**config.mk**
```make
export PLATFORM = sky130hd
export DESIGN_NAME = uart_stat_word
export DESIGN_NICKNAME = d
export VERILOG_FILES = /design/src/rtl/uss_pkg.sv /design/src/rtl/uss_flag_cell.sv /design/src/rtl/uss_rd_word.sv /design/src/rtl/uart_stat_word.sv
export SDC_FILE = /design/constraint.sdc
export NUM_CORES = 1
export LEC_CHECK = 0
export CAP_MARGIN = 20
export CORE_ASPECT_RATIO = 0.9
export CORE_MARGIN = 2
export CORE_UTILIZATION = 31
export DETAILED_ROUTE_END_ITERATION = 7
export GPL_TIMING_DRIVEN = 0
export PLACE_DENSITY = 0.86
export SETUP_SLACK_MARGIN = 0.15
export SLEW_MARGIN = 30
export SYNTH_ARGS = -nofsm -noshare
export SYNTH_HDL_FRONTEND = slang
export SYNTH_HIERARCHICAL = 1
export SYNTH_SLANG_ARGS = --single-unit
```
**constraint.sdc**
```tcl
create_clock -name clk_i -period 1 [get_ports clk_i]
set_clock_uncertainty 0.1 [all_clocks]
set_input_delay 0.15 -clock clk_i [delete_from_list [all_inputs] [get_ports clk_i]]
set_output_delay 0.15 -clock clk_i [all_outputs]
set_load 0.02 [all_outputs]
```
**src/rtl/uss_pkg.sv**
```systemverilog
package uss_pkg;
  localparam int FLAG_W = 8;
  localparam int CNT_W  = 8;
  localparam logic [FLAG_W-1:0] FLAG_RST = 8'h60;
  localparam logic [FLAG_W-1:0] RO_MASK  = 8'h0C;

  // a 0-write clears only a writable flag that has been seen set by a read
  function automatic logic clr_qualified(logic writable, logic wr, logic wbit, logic seen);
    return writable & wr & ~wbit & seen;
  endfunction

  function automatic logic [CNT_W+FLAG_W-1:0] pack_word(logic [CNT_W-1:0] cnt,
                                                        logic [FLAG_W-1:0] flags);
    return {cnt, flags};
  endfunction
endpackage

```
**src/rtl/uss_flag_cell.sv**
```systemverilog
module uss_flag_cell #(
  parameter logic RST_BIT  = 1'b0,
  parameter logic WRITABLE = 1'b1
) (
  input  logic clk_i,
  input  logic rst_ni,
  input  logic stby_i,
  input  logic hw_i,
  input  logic rd_i,
  input  logic wr_i,
  input  logic wbit_i,
  output logic flag_o
);
  import uss_pkg::*;

  logic flag_q;
  logic seen_q;
  logic clr_evt;   // qualifying software clear this cycle
  logic mark_evt;  // read observed flag at 1

  assign clr_evt  = clr_qualified(WRITABLE, wr_i, wbit_i, seen_q);
  assign mark_evt = rd_i & flag_q;
  assign flag_o   = flag_q;

  generate
    if (WRITABLE) begin : g_rw
      always_ff @(posedge clk_i or negedge rst_ni) begin
        if (!rst_ni) begin
          flag_q <= RST_BIT;
          seen_q <= 1'b0;
        end else if (stby_i) begin
          flag_q <= RST_BIT;
          seen_q <= 1'b0;
        end else if (hw_i) begin
          flag_q <= 1'b1;
          seen_q <= 1'b0;
        end else if (clr_evt) begin
          flag_q <= 1'b0;
          seen_q <= 1'b0;
        end else if (mark_evt) begin
          seen_q <= 1'b1;
        end
      end

      AST_HW_SET: assert property (@(posedge clk_i) disable iff (!rst_ni)
        (hw_i && !stby_i) |=> flag_q);
      AST_NO_SELF_SET: assert property (@(posedge clk_i) disable iff (!rst_ni)
        (!hw_i && !stby_i && !flag_q) |=> !flag_q);
      AST_CLR_NEEDS_READ: assert property (@(posedge clk_i) disable iff (!rst_ni)
        (flag_q && !seen_q && !hw_i && !stby_i) |=> flag_q);
      AST_QUAL_CLEAR: assert property (@(posedge clk_i) disable iff (!rst_ni)
        (wr_i && !wbit_i && seen_q && !hw_i && !stby_i) |=> !flag_q);
      AST_KEEP_ON_ONE: assert property (@(posedge clk_i) disable iff (!rst_ni)
        (flag_q && wr_i && wbit_i && !stby_i) |=> flag_q);
      AST_SET_DROPS_MARK: assert property (@(posedge clk_i) disable iff (!rst_ni)
        (hw_i && !stby_i) |=> (flag_q && !seen_q));
      AST_STBY_RESTORE: assert property (@(posedge clk_i) disable iff (!rst_ni)
        stby_i |=> (flag_q == RST_BIT && !seen_q));
    end else begin : g_ro
      logic unused_ro_ins;
      assign unused_ro_ins = rd_i ^ wr_i ^ wbit_i ^ clr_evt ^ mark_evt;

      always_ff @(posedge clk_i or negedge rst_ni) begin
        if (!rst_ni) begin
          flag_q <= RST_BIT;
        end else if (stby_i) begin
          flag_q <= RST_BIT;
        end else begin
          flag_q <= hw_i;
        end
      end
      assign seen_q = 1'b0;

      AST_RO_FOLLOW: assert property (@(posedge clk_i) disable iff (!rst_ni)
        !stby_i |=> (flag_q == $past(hw_i)));
    end
  endgenerate
endmodule

```
**src/rtl/uss_rd_word.sv**
```systemverilog
module uss_rd_word #(
  parameter int CNT_W  = 8,
  parameter int FLAG_W = 8
) (
  input  logic [CNT_W-1:0]        cnt_i,
  input  logic [FLAG_W-1:0]       flags_i,
  output logic [CNT_W+FLAG_W-1:0] word_o
);
  import uss_pkg::*;
  assign word_o = pack_word(cnt_i, flags_i);
endmodule

```
**src/rtl/uart_stat_word.sv**
```systemverilog
module uart_stat_word #(
  parameter int                           CNT_W  = uss_pkg::CNT_W,
  parameter int                           FLAG_W = uss_pkg::FLAG_W,
  parameter logic [uss_pkg::FLAG_W-1:0]   RST_VAL = uss_pkg::FLAG_RST,
  parameter logic [uss_pkg::FLAG_W-1:0]   RO_BITS = uss_pkg::RO_MASK
) (
  input  logic                    clk_i,
  input  logic                    rst_ni,
  input  logic                    stby_i,
  input  logic [FLAG_W-1:0]       hw_set_i,
  input  logic [CNT_W-1:0]        err_cnt_i,
  input  logic                    rd_i,
  input  logic                    wr_i,
  input  logic [CNT_W+FLAG_W-1:0] wdata_i,
  output logic [CNT_W+FLAG_W-1:0] rdata_o
);
  localparam int WORD_W = CNT_W + FLAG_W;

  logic [FLAG_W-1:0] flags;
  logic              unused_wr_hi;

  assign unused_wr_hi = ^wdata_i[WORD_W-1:FLAG_W];

  for (genvar k = 0; k < FLAG_W; k++) begin : g_flag
    uss_flag_cell #(
      .RST_BIT  (RST_VAL[k]),
      .WRITABLE (!RO_BITS[k])
    ) u_cell (
      .clk_i  (clk_i),
      .rst_ni (rst_ni),
      .stby_i (stby_i),
      .hw_i   (hw_set_i[k]),
      .rd_i   (rd_i),
      .wr_i   (wr_i),
      .wbit_i (wdata_i[k]),
      .flag_o (flags[k])
    );
  end

  uss_rd_word #(.CNT_W(CNT_W), .FLAG_W(FLAG_W)) u_rd (
    .cnt_i   (err_cnt_i),
    .flags_i (flags),
    .word_o  (rdata_o)
  );

  AST_STBY_WORD: assert property (@(posedge clk_i) disable iff (!rst_ni)
    stby_i |=> (rdata_o[FLAG_W-1:0] == RST_VAL));
  AST_RO_NO_WRITE: assert property (@(posedge clk_i) disable iff (!rst_ni)
    (!stby_i && (hw_set_i & RO_BITS) == '0) |=> ((rdata_o[FLAG_W-1:0] & RO_BITS) == '0));
endmodule

```
Yosys cells after proc, flatten, opt, wreduce, memory -nomap -nowiden. Index checks and enable logic that the tools add are counted.

RAM bits: 0. Output and inout port bits: 16. Input bits: 37. Latch bits: 0. Logic and storage cells: 94. Register bits after elaboration: 14. Memories: 0. Memory bits (read-only): 0.

Add/sub/neg operators: 0. Shift operators: 0. Eq/ne operators: 0. Div/mod/pow operators: 0. Multiplexer cells: 44. Bitwise gates (word level): 24. $lt $le $gt $ge: 0. Reduce and logical (&&, ||, !) cells: 12. $mul: 0.

Operators by type and width (number): 2-to-1 mux 1 bit (44); nonzero test 4 bit (6); AND 1 bit (18); nonzero test 3 bit (6); NOT 1 bit (6).

Logic depth before layout (Yosys ltp). Gate-level depths: netlist of run 1.

Depth in word-level cells: 6. Gate-level depth with buffers: 2.

Modules after synthesis. The synthesis of run 1 kept the hierarchy.

Modules (own cells, without submodules): uss_flag_cell at g_flag[0].u_cell ... (instances 4, cells an instance 8, area each 95.1 um^2, seq. area each 50.0 um^2); uss_flag_cell at g_flag[5].u_cell ... (instances 2, cells an instance 8, area each 90.1 um^2, seq. area each 51.3 um^2); uss_rd_word (instances 1, cells an instance 16, area each 120.1 um^2, seq. area each 0.0 um^2); uss_flag_cell at g_flag[2].u_cell ... (instances 2, cells an instance 2, area each 38.8 um^2, seq. area each 25.0 um^2).

Least setup slack after synthesis of run 1. OpenSTA, ideal clock, no wires.

Kind: register to register. Start point: register g_flag[5].u_cell.flag_q. End point: register g_flag[5].u_cell.seen_q. Setup slack: 0.047 ns. Data arrival time: 0.758 ns. Cell stages (with the launch flop): 3. Required time: 0.804 ns. Buffers on the path: 0. Cells stage by stage: dfstp_2 a21oi_1 nor4_2.

Longest elaborated chain between the ends: 2.

Ends and longest elaborated chain: start: declaration (RTL line uss_flag_cell.sv:16) `logic flag_q;`; start signal: assignment (RTL line uss_flag_cell.sv:29) `flag_q <= RST_BIT;`; start signal: assignment (RTL line uss_flag_cell.sv:32) `flag_q <= RST_BIT;`; start signal: assignment (RTL line uss_flag_cell.sv:35) `flag_q <= 1'b1;`; AND 1 bit (RTL line uss_flag_cell.sv:22) `assign mark_evt = rd_i & flag_q;`; nonzero test 4 bit (no line); end signal: assignment (RTL line uss_flag_cell.sv:30) `seen_q <= 1'b0;`; end signal: assignment (RTL line uss_flag_cell.sv:33) `seen_q <= 1'b0;`; end signal: assignment (RTL line uss_flag_cell.sv:36) `seen_q <= 1'b0;`; end: declaration (RTL line uss_flag_cell.sv:17) `logic seen_q;`.

No other way between the ends. A chain may end at the register's enable or synchronous reset.

Worst setup path in the final report of run 1.
Start point: register g_flag[5].u_cell.flag_q. End point: output rdata_o[5].

RTL lines: end: declaration (RTL line uart_stat_word.sv:15) `output logic [CNT_W+FLAG_W-1:0] rdata_o`.

No word-level cell between the ends.

==> impl_metrics.py, run 1 <==
metrics = {
    "run_status": {
        "outcome": "finished with violations",
        "failed_checks": "negative setup slack",
    },
    "logic_synthesis": {
        "synthTopCellsByArea": "dfrtp_1, buf_4, nor4_2",
        "synth_nets": 105,
        "synth_cells": 68,
        "synthDistinctLibCells": 12,
        "synth_top_cell_by_area": "dfrtp_1",
        "synth_top_area_share_pct": 39.6,
        "netlist_area_um2": 758,
        "synth_seq_cells": 14,
        "yosys_warnings": 6,
        "seq_area_frac_synth_pct": 46.5,
        "synth.avg_cell_area_um2": 11.2,
    },
    "setup_path": {
        "crit_top_cell": "buf_6",
        "rr_worst_depth": 3,
        "crit_type": "register to output pin",
        "critPathLaunchType": "register",
        "end_kind": "output pin",
        "cp-startpoint": "g_flag[5].u_cell/flag_o",
        "path_cells": "buf_6 > buf_6",
        "worstReg2RegEnd": "g_flag[5].u_cell/seen_q",
        "crit_slowest_cell": "dfstp_2",
        "crit_required_ps": 750,
        "cpPeakStageDelay_ps": 560,
        "crit_fanout": 3,
        "cp-endpoint": "rdata_o[5]",
        "r2r_start": "g_flag[5].u_cell/flag_o",
        "worstPathArrival_ps": 1030,
        "ff2ff_setup_slack_ps": -120,
    },
    "detailed_routing": {
        "drt_iter0_drc": 5,
        "vias": 672,
        "routed_wl_mm": 1.93,
        "wl_per_cell_um": 13.8,
        "ant_nets": 0,
        "via_per_inst": 4.80,
        "dr.pass1.iters": 2,
        "drcViolationCount": 0,
    },
    "power": {
        "leakage_nw": 0.640,
        "ir_drop_uv": 620,
        "power_w": 0.00131,
        "powerDensity_mw_per_mm2": 983,
    },
    "floorplan": {
        "initial_core_util_pct": 33.8,
        "io-pin-count": 53,
        "die_x_um": 56.1,
        "num_rows": 16,
        "die_y_um": 50.9,
        "dieArea_mm2": 0.00286,
        "core_area_mm2": 0.00224,
    },
    "global_routing": {
        "grt_max_degree": 15,
        "grt_usage_pct": 13.7,
        "antenna_found_initial": 0,
        "overflow": 0,
        "grt_pass1_wl_mm": 3.00,
        "grt_pass1_vias": 672,
    },
    "timing": {
        "fin_setup_tns_ps": -1630,
        "max_freq_ghz": 0.783,
        "setup_ws_ps": -278,
        "max_slew_margin_pct": 58.9,
        "post-route-min-period_ps": 1280,
        "hold_viol_final": 0,
        "setup_viol": 11,
        "final-max-slew-violation-count": 0,
        "min_period_over_period_pct": 128,
        "tightest_slew_ps": 614,
        "rsz0062_at_grt": "true",
    },
    "final_layout": {
        "final_layout_size_suffix_gt1_share_pct": 53.1,
        "diodes": 0,
        "syn_to_final_growth_pct": 75.6,
        "fill_cells": 199,
        "final_cells": 140,
        "fin_nets": 151,
    },
    "clock_tree": {
        "cts_tree": "built",
        "clk_pin_slew_ps": 80,
        "h-tree-depth": 1,
        "cts_buffer_depth": 2,
        "clkSinkCount": 14,
        "clock_latency_ps": 280,
        "cts_root_buffer": "clkbuf_4",
        "cts_buffers": 3,
    },
    "place": {
        "gp_congestion": 0.725,
        "dp_hpwl_mm": 1.32,
        "dp.cells": 129,
        "io_buffers": 34,
        "pre_cts_ws_ps": -570,
    },
    "job": {
        "maxCapViolCount": 0,
    },
    "worst_hold_path": {
        "hold_path.class": "input pin to register",
    },
}
[cell usage after synthesis, drive strengths merged]
library cell	instances
buf	16
o21ai	2
nor4bb	4
nor3	4
a21oi	6
dfrtp	12
nor2b	2
dfstp	2
inv	2
nor4	6
nor2	6
and3b	6
[worst min path at each step]
stage / startpoint / end / depth (start not counted)
2_1_floorplan: rst_ni / g_flag[0].u_cell/flag_o / 0
3_3_place_gp: g_flag[5].u_cell/flag_o / g_flag[5].u_cell/flag_o / 2
3_5_place_dp: g_flag[5].u_cell/flag_o / g_flag[5].u_cell/flag_o / 2
4_1_cts: hw_set_i[0] / g_flag[0].u_cell/seen_q / 2
5_1_grt: hw_set_i[0] / g_flag[0].u_cell/seen_q / 2
6_report: hw_set_i[0] / g_flag[0].u_cell/seen_q / 2
[layer usage]
layer  track usage [%]  share of wire, %  wire (um)
met5                 0                 0          0
met4              2.38                 0          0
met3              6.33               9.2        178
met2              24.7                52        998
met1              15.1                39        748
[stage by stage]
stage          hold slack (ps)  area (um2)  util [%]
2_1_floorplan             -246         758         -
3_3_place_gp               367        1130      50.5
3_5_place_dp               378        1130      50.5
4_1_cts                    117        1270      56.5
5_1_grt                    140        1330      59.4
6_report                   135        1330      59.4
[worst max-delay path: cells and delay by family, from the launching register on]
kind / cells / cell delay [ps]
buf+inv: 2 / 190
flops: 1 / 560
[flip-flops by register name (all words and copies together) (netlist names)]
signal and cells:
g_flag.u_cell/seen_q 6, g_flag.u_cell/flag_o 8
[placed cells by master (no fill, tap or decap)]
cell type / Yosys / final
nor2_1: 6 / 4
nor4_2: 6 / 6
nor3_2: 0 / 1
nor3_1: 4 / 3
dlymetal6s2s_1: 0 / 1
a21oi_1: 6 / 1
buf_4: 16 / 14
dlygate4sd2_1: 0 / 14
dfstp_2: 2 / 2
clkdlybuf4s15_2: 0 / 2
o21ai_1: 2 / 1
inv_1: 2 / 1
dfrtp_1: 12 / 12
nor2b_4: 2 / 2
a21oi_2: 0 / 5
nor2_4: 0 / 1
nor2_2: 0 / 1
clkdlybuf4s50_1: 0 / 9
nor4bb_4: 0 / 3
clkbuf_1: 0 / 1
inv_2: 0 / 1
buf_6: 0 / 17
clkbuf_4: 0 / 3
and3b_1: 6 / 6
o21ai_2: 0 / 1
nor4bb_2: 0 / 1
[kinds of logic after synthesis]
| kind of cell | after synthesis | share of synthesized area (%) |
|---|---|---|
| simple gates | 28 | 31.4 |
| compound gates | 8 | 5.28 |
| flops | 14 | 46.5 |
| buf+inv | 18 | 16.8 |
[report_power, final]
group          total [W]  internal, W  switching (W)
sequential      0.000609     0.000591      0.0000180
combinational   0.000368     0.000208       0.000160
clock           0.000331     0.000155       0.000176
total            0.00131     0.000954       0.000354
[layout make-up]
cell class                 count  area [um2]  area share, %
tap                           27        33.8           2.54
multi-input combinational     36         367           27.5
inverter                       2        7.51          0.564
timing repair buffer          41         394           29.6
sequential                    14         353           26.5
clock buffer                   4        26.3           1.97
buffer                        16         150           11.3
[what timing repair did]
action / in CTS / in global routing
buffers inserted: 5 / 2
resized for setup: 85 / 11
hold buffers: 0 / 0
pin swaps: 11 / 4
setup endpoints to repair: 30 / 20
(Power assumes the default switching activity.)
==> run 2: changes to the inputs <==
Settings changed: CELL_PAD_IN_SITES_DETAIL_PLACEMENT set to 1, CELL_PAD_IN_SITES_GLOBAL_PLACEMENT set to 2, CORE_UTILIZATION 31 to 20, PLACE_DENSITY 0.86 to 0.93.
Clock period 1 ns to 1.6 ns, I/O delays scaled along.
==> run 2 against run 1 <==
Against the previous run:
- the flow now finishes without violations
- count of clock-buffer cells in the layout unchanged
- final cell count increased by 8.6%
- sequential share of layout area grew 2.9 points
- die area is 50% higher
- sequential power fell by 38%
- global-route usage shrank 3.9 points
- utilization fell by 27 points
- non-clock buffer count shrank 7
- clock power rose by 5%
- critical path depth stayed put
==> impl_metrics.py, run 2 (synthesis results as in run 1) <==
metrics = {
    "run_status": {
        "outcome": "finished, final reports clean",
    },
    "power": {
        "powerDensity_mw_per_mm2": 767,
        "leakage_nw": 0.562,
        "ir_drop_uv": 340,
    },
    "detailed_routing": {
        "wl_per_cell_um": 12.8,
        "ant_nets": 0,
        "routed_wl_mm": 1.94,
        "via_per_inst": 4.23,
        "drt_iter0_drc": 4,
        "dr.pass1.iters": 2,
        "drcViolationCount": 0,
        "vias": 643,
    },
    "timing": {
        "tightest_slew_ps": 775,
        "setup_viol": 0,
        "max_slew_margin_pct": 48.2,
        "min_period_over_period_pct": 87.3,
        "hold_viol_final": 0,
        "fin_setup_tns_ps": 0,
        "rsz0062_at_grt": "false",
        "post-route-min-period_ps": 1400,
        "final-max-slew-violation-count": 0,
        "max_freq_ghz": 0.716,
    },
    "final_layout": {
        "mostFrequentLayoutCells": "clkdlybuf4s50_1, buf_4, dfrtp_1",
        "final_layout_size_suffix_gt1_share_pct": 31.1,
        "largest_register_ffs": 8,
        "syn_to_final_growth_pct": 58.1,
        "fin_nets": 144,
        "diodes": 0,
        "final_util_pct": 32.6,
        "layout_commonest_cell": "clkdlybuf4s50_1",
        "fill_cells": 412,
        "multi_input_area_um2": 278,
        "seqCellArea_um2": 353,
        "final_cells": 152,
    },
    "global_routing": {
        "grt_pass1_wl_mm": 3.10,
        "grt_max_degree": 15,
        "overflow": 0,
        "grt_pass1_vias": 702,
        "antenna_found_initial": 0,
        "grt_usage_pct": 9.85,
    },
    "clock_tree": {
        "clkSinkCount": 14,
        "cts_root_buffer": "clkbuf_8",
        "cts_resized": 11,
        "holdBufCountCts": 0,
        "cts_tree": "built",
        "post-cts-setup-buffers": 0,
        "clock_latency_ps": 250,
        "cts_buffer_depth": 2,
        "h-tree-depth": 1,
        "cts_buffers": 3,
        "clk_pin_slew_ps": 60,
    },
    "floorplan": {
        "die_y_um": 62.4,
        "num_rows": 21,
        "initial_core_util_pct": 20.6,
        "io-pin-count": 53,
        "core_area_mm2": 0.00368,
        "die_x_um": 68.9,
        "dieArea_mm2": 0.00430,
    },
    "setup_path": {
        "crit_fanout": 3,
        "rr_worst_depth": 2,
        "worstPathArrival_ps": 1060,
        "end_kind": "output pin",
        "path_cells": "buf_4 > clkdlybuf4s15_1",
        "critPathLaunchType": "register",
        "crit_required_ps": 1260,
        "crit_slowest_cell": "dfrtp_1",
        "cpPeakStageDelay_ps": 400,
        "crit_type": "register to output pin",
    },
    "place": {
        "gp_congestion": 0.735,
        "dp_hpwl_mm": 1.52,
        "dp.cells": 148,
        "io_buffers": 34,
    },
    "worst_hold_path": {
        "hold_path.class": "input pin to asynchronous set/reset pin",
    },
    "job": {
        "maxCapViolCount": 0,
    },
}
==> run 2: cell count changes in the layout (fill, tap and decap cells not counted), sizes merged <==
cell	previous run	this run
dlygate4sd2	14	2
clkbuf	4	6
clkdlybuf4s50	9	24
buf	31	17
clkdlybuf4s15	2	3
dlymetal6s2s	1	2
==> run 2: cell type report <==
type                       instances  share of cell area (%)
multi-input combinational         36                    23.2
clock buffer                       4                    4.59
timing repair buffer              34                    27.3
tap                               46                    4.80
inverter                           2                   0.626
sequential                        14                    29.4
buffer                            16                    10.0
==> run 2: path summary, 6_finish.rpt <==
| kind | endpoint | slack (ps) | startpoint |
|---|---|---|---|
| setup / recovery | rdata_o[0] | 200 | g_flag[0].u_cell/flag_o |
| hold / removal | g_flag[5].u_cell/seen_q | 300 | rst_ni |
| setup reg to reg | g_flag[5].u_cell/seen_q | 560 | g_flag[5].u_cell/flag_o |
| hold reg to reg | g_flag[6].u_cell/flag_o | 380 | g_flag[6].u_cell/flag_o |
| max in group asynchronous | g_flag[1].u_cell/seen_q | 680 | rst_ni |
| min in group clk_i | g_flag[6].u_cell/flag_o | 380 | g_flag[6].u_cell/flag_o |
==> run 2: per-stage QoR <==
| stage | setup WS (ps) | power (W) | hold WS [ps] | instance area, um2 |
|---|---|---|---|---|
| 2_1_floorplan | 618 | 0.000472 | -156 | 758 |
| 3_3_place_gp | -30.9 | 0.000583 | 364 | 1160 |
| 3_5_place_dp | -96.0 | 0.000590 | 372 | 1160 |
| 4_1_cts | 34.9 | 0.000941 | 316 | 1200 |
| 5_1_grt | 158 | 0.000975 | 353 | 1200 |
| 6_report | 202 | 0.000920 | 298 | 1200 |
==> run 2: where the power goes <==
part           switching, W  internal [W]
clock network      0.000128      0.000218
logic             0.0000830      0.000110
registers        0.00000994      0.000370
==> run 2: worst max-delay path: cells and delay by family (launching register included) <==
family	cells	cell delay, ps
flip-flops	1	400
buffers and inverters	2	410
==> run 2: metal layers <==
metal  GRT usage [%]  part of all wire [%]  wire, um  vias up
met2            17.7                    53      1020       30
met1            10.2                    37       726      309
met3            4.50                   8.9       172        4
li1                -                     -         -      300
met5               0                     0         0        -
met4            2.21                  0.77        15        0
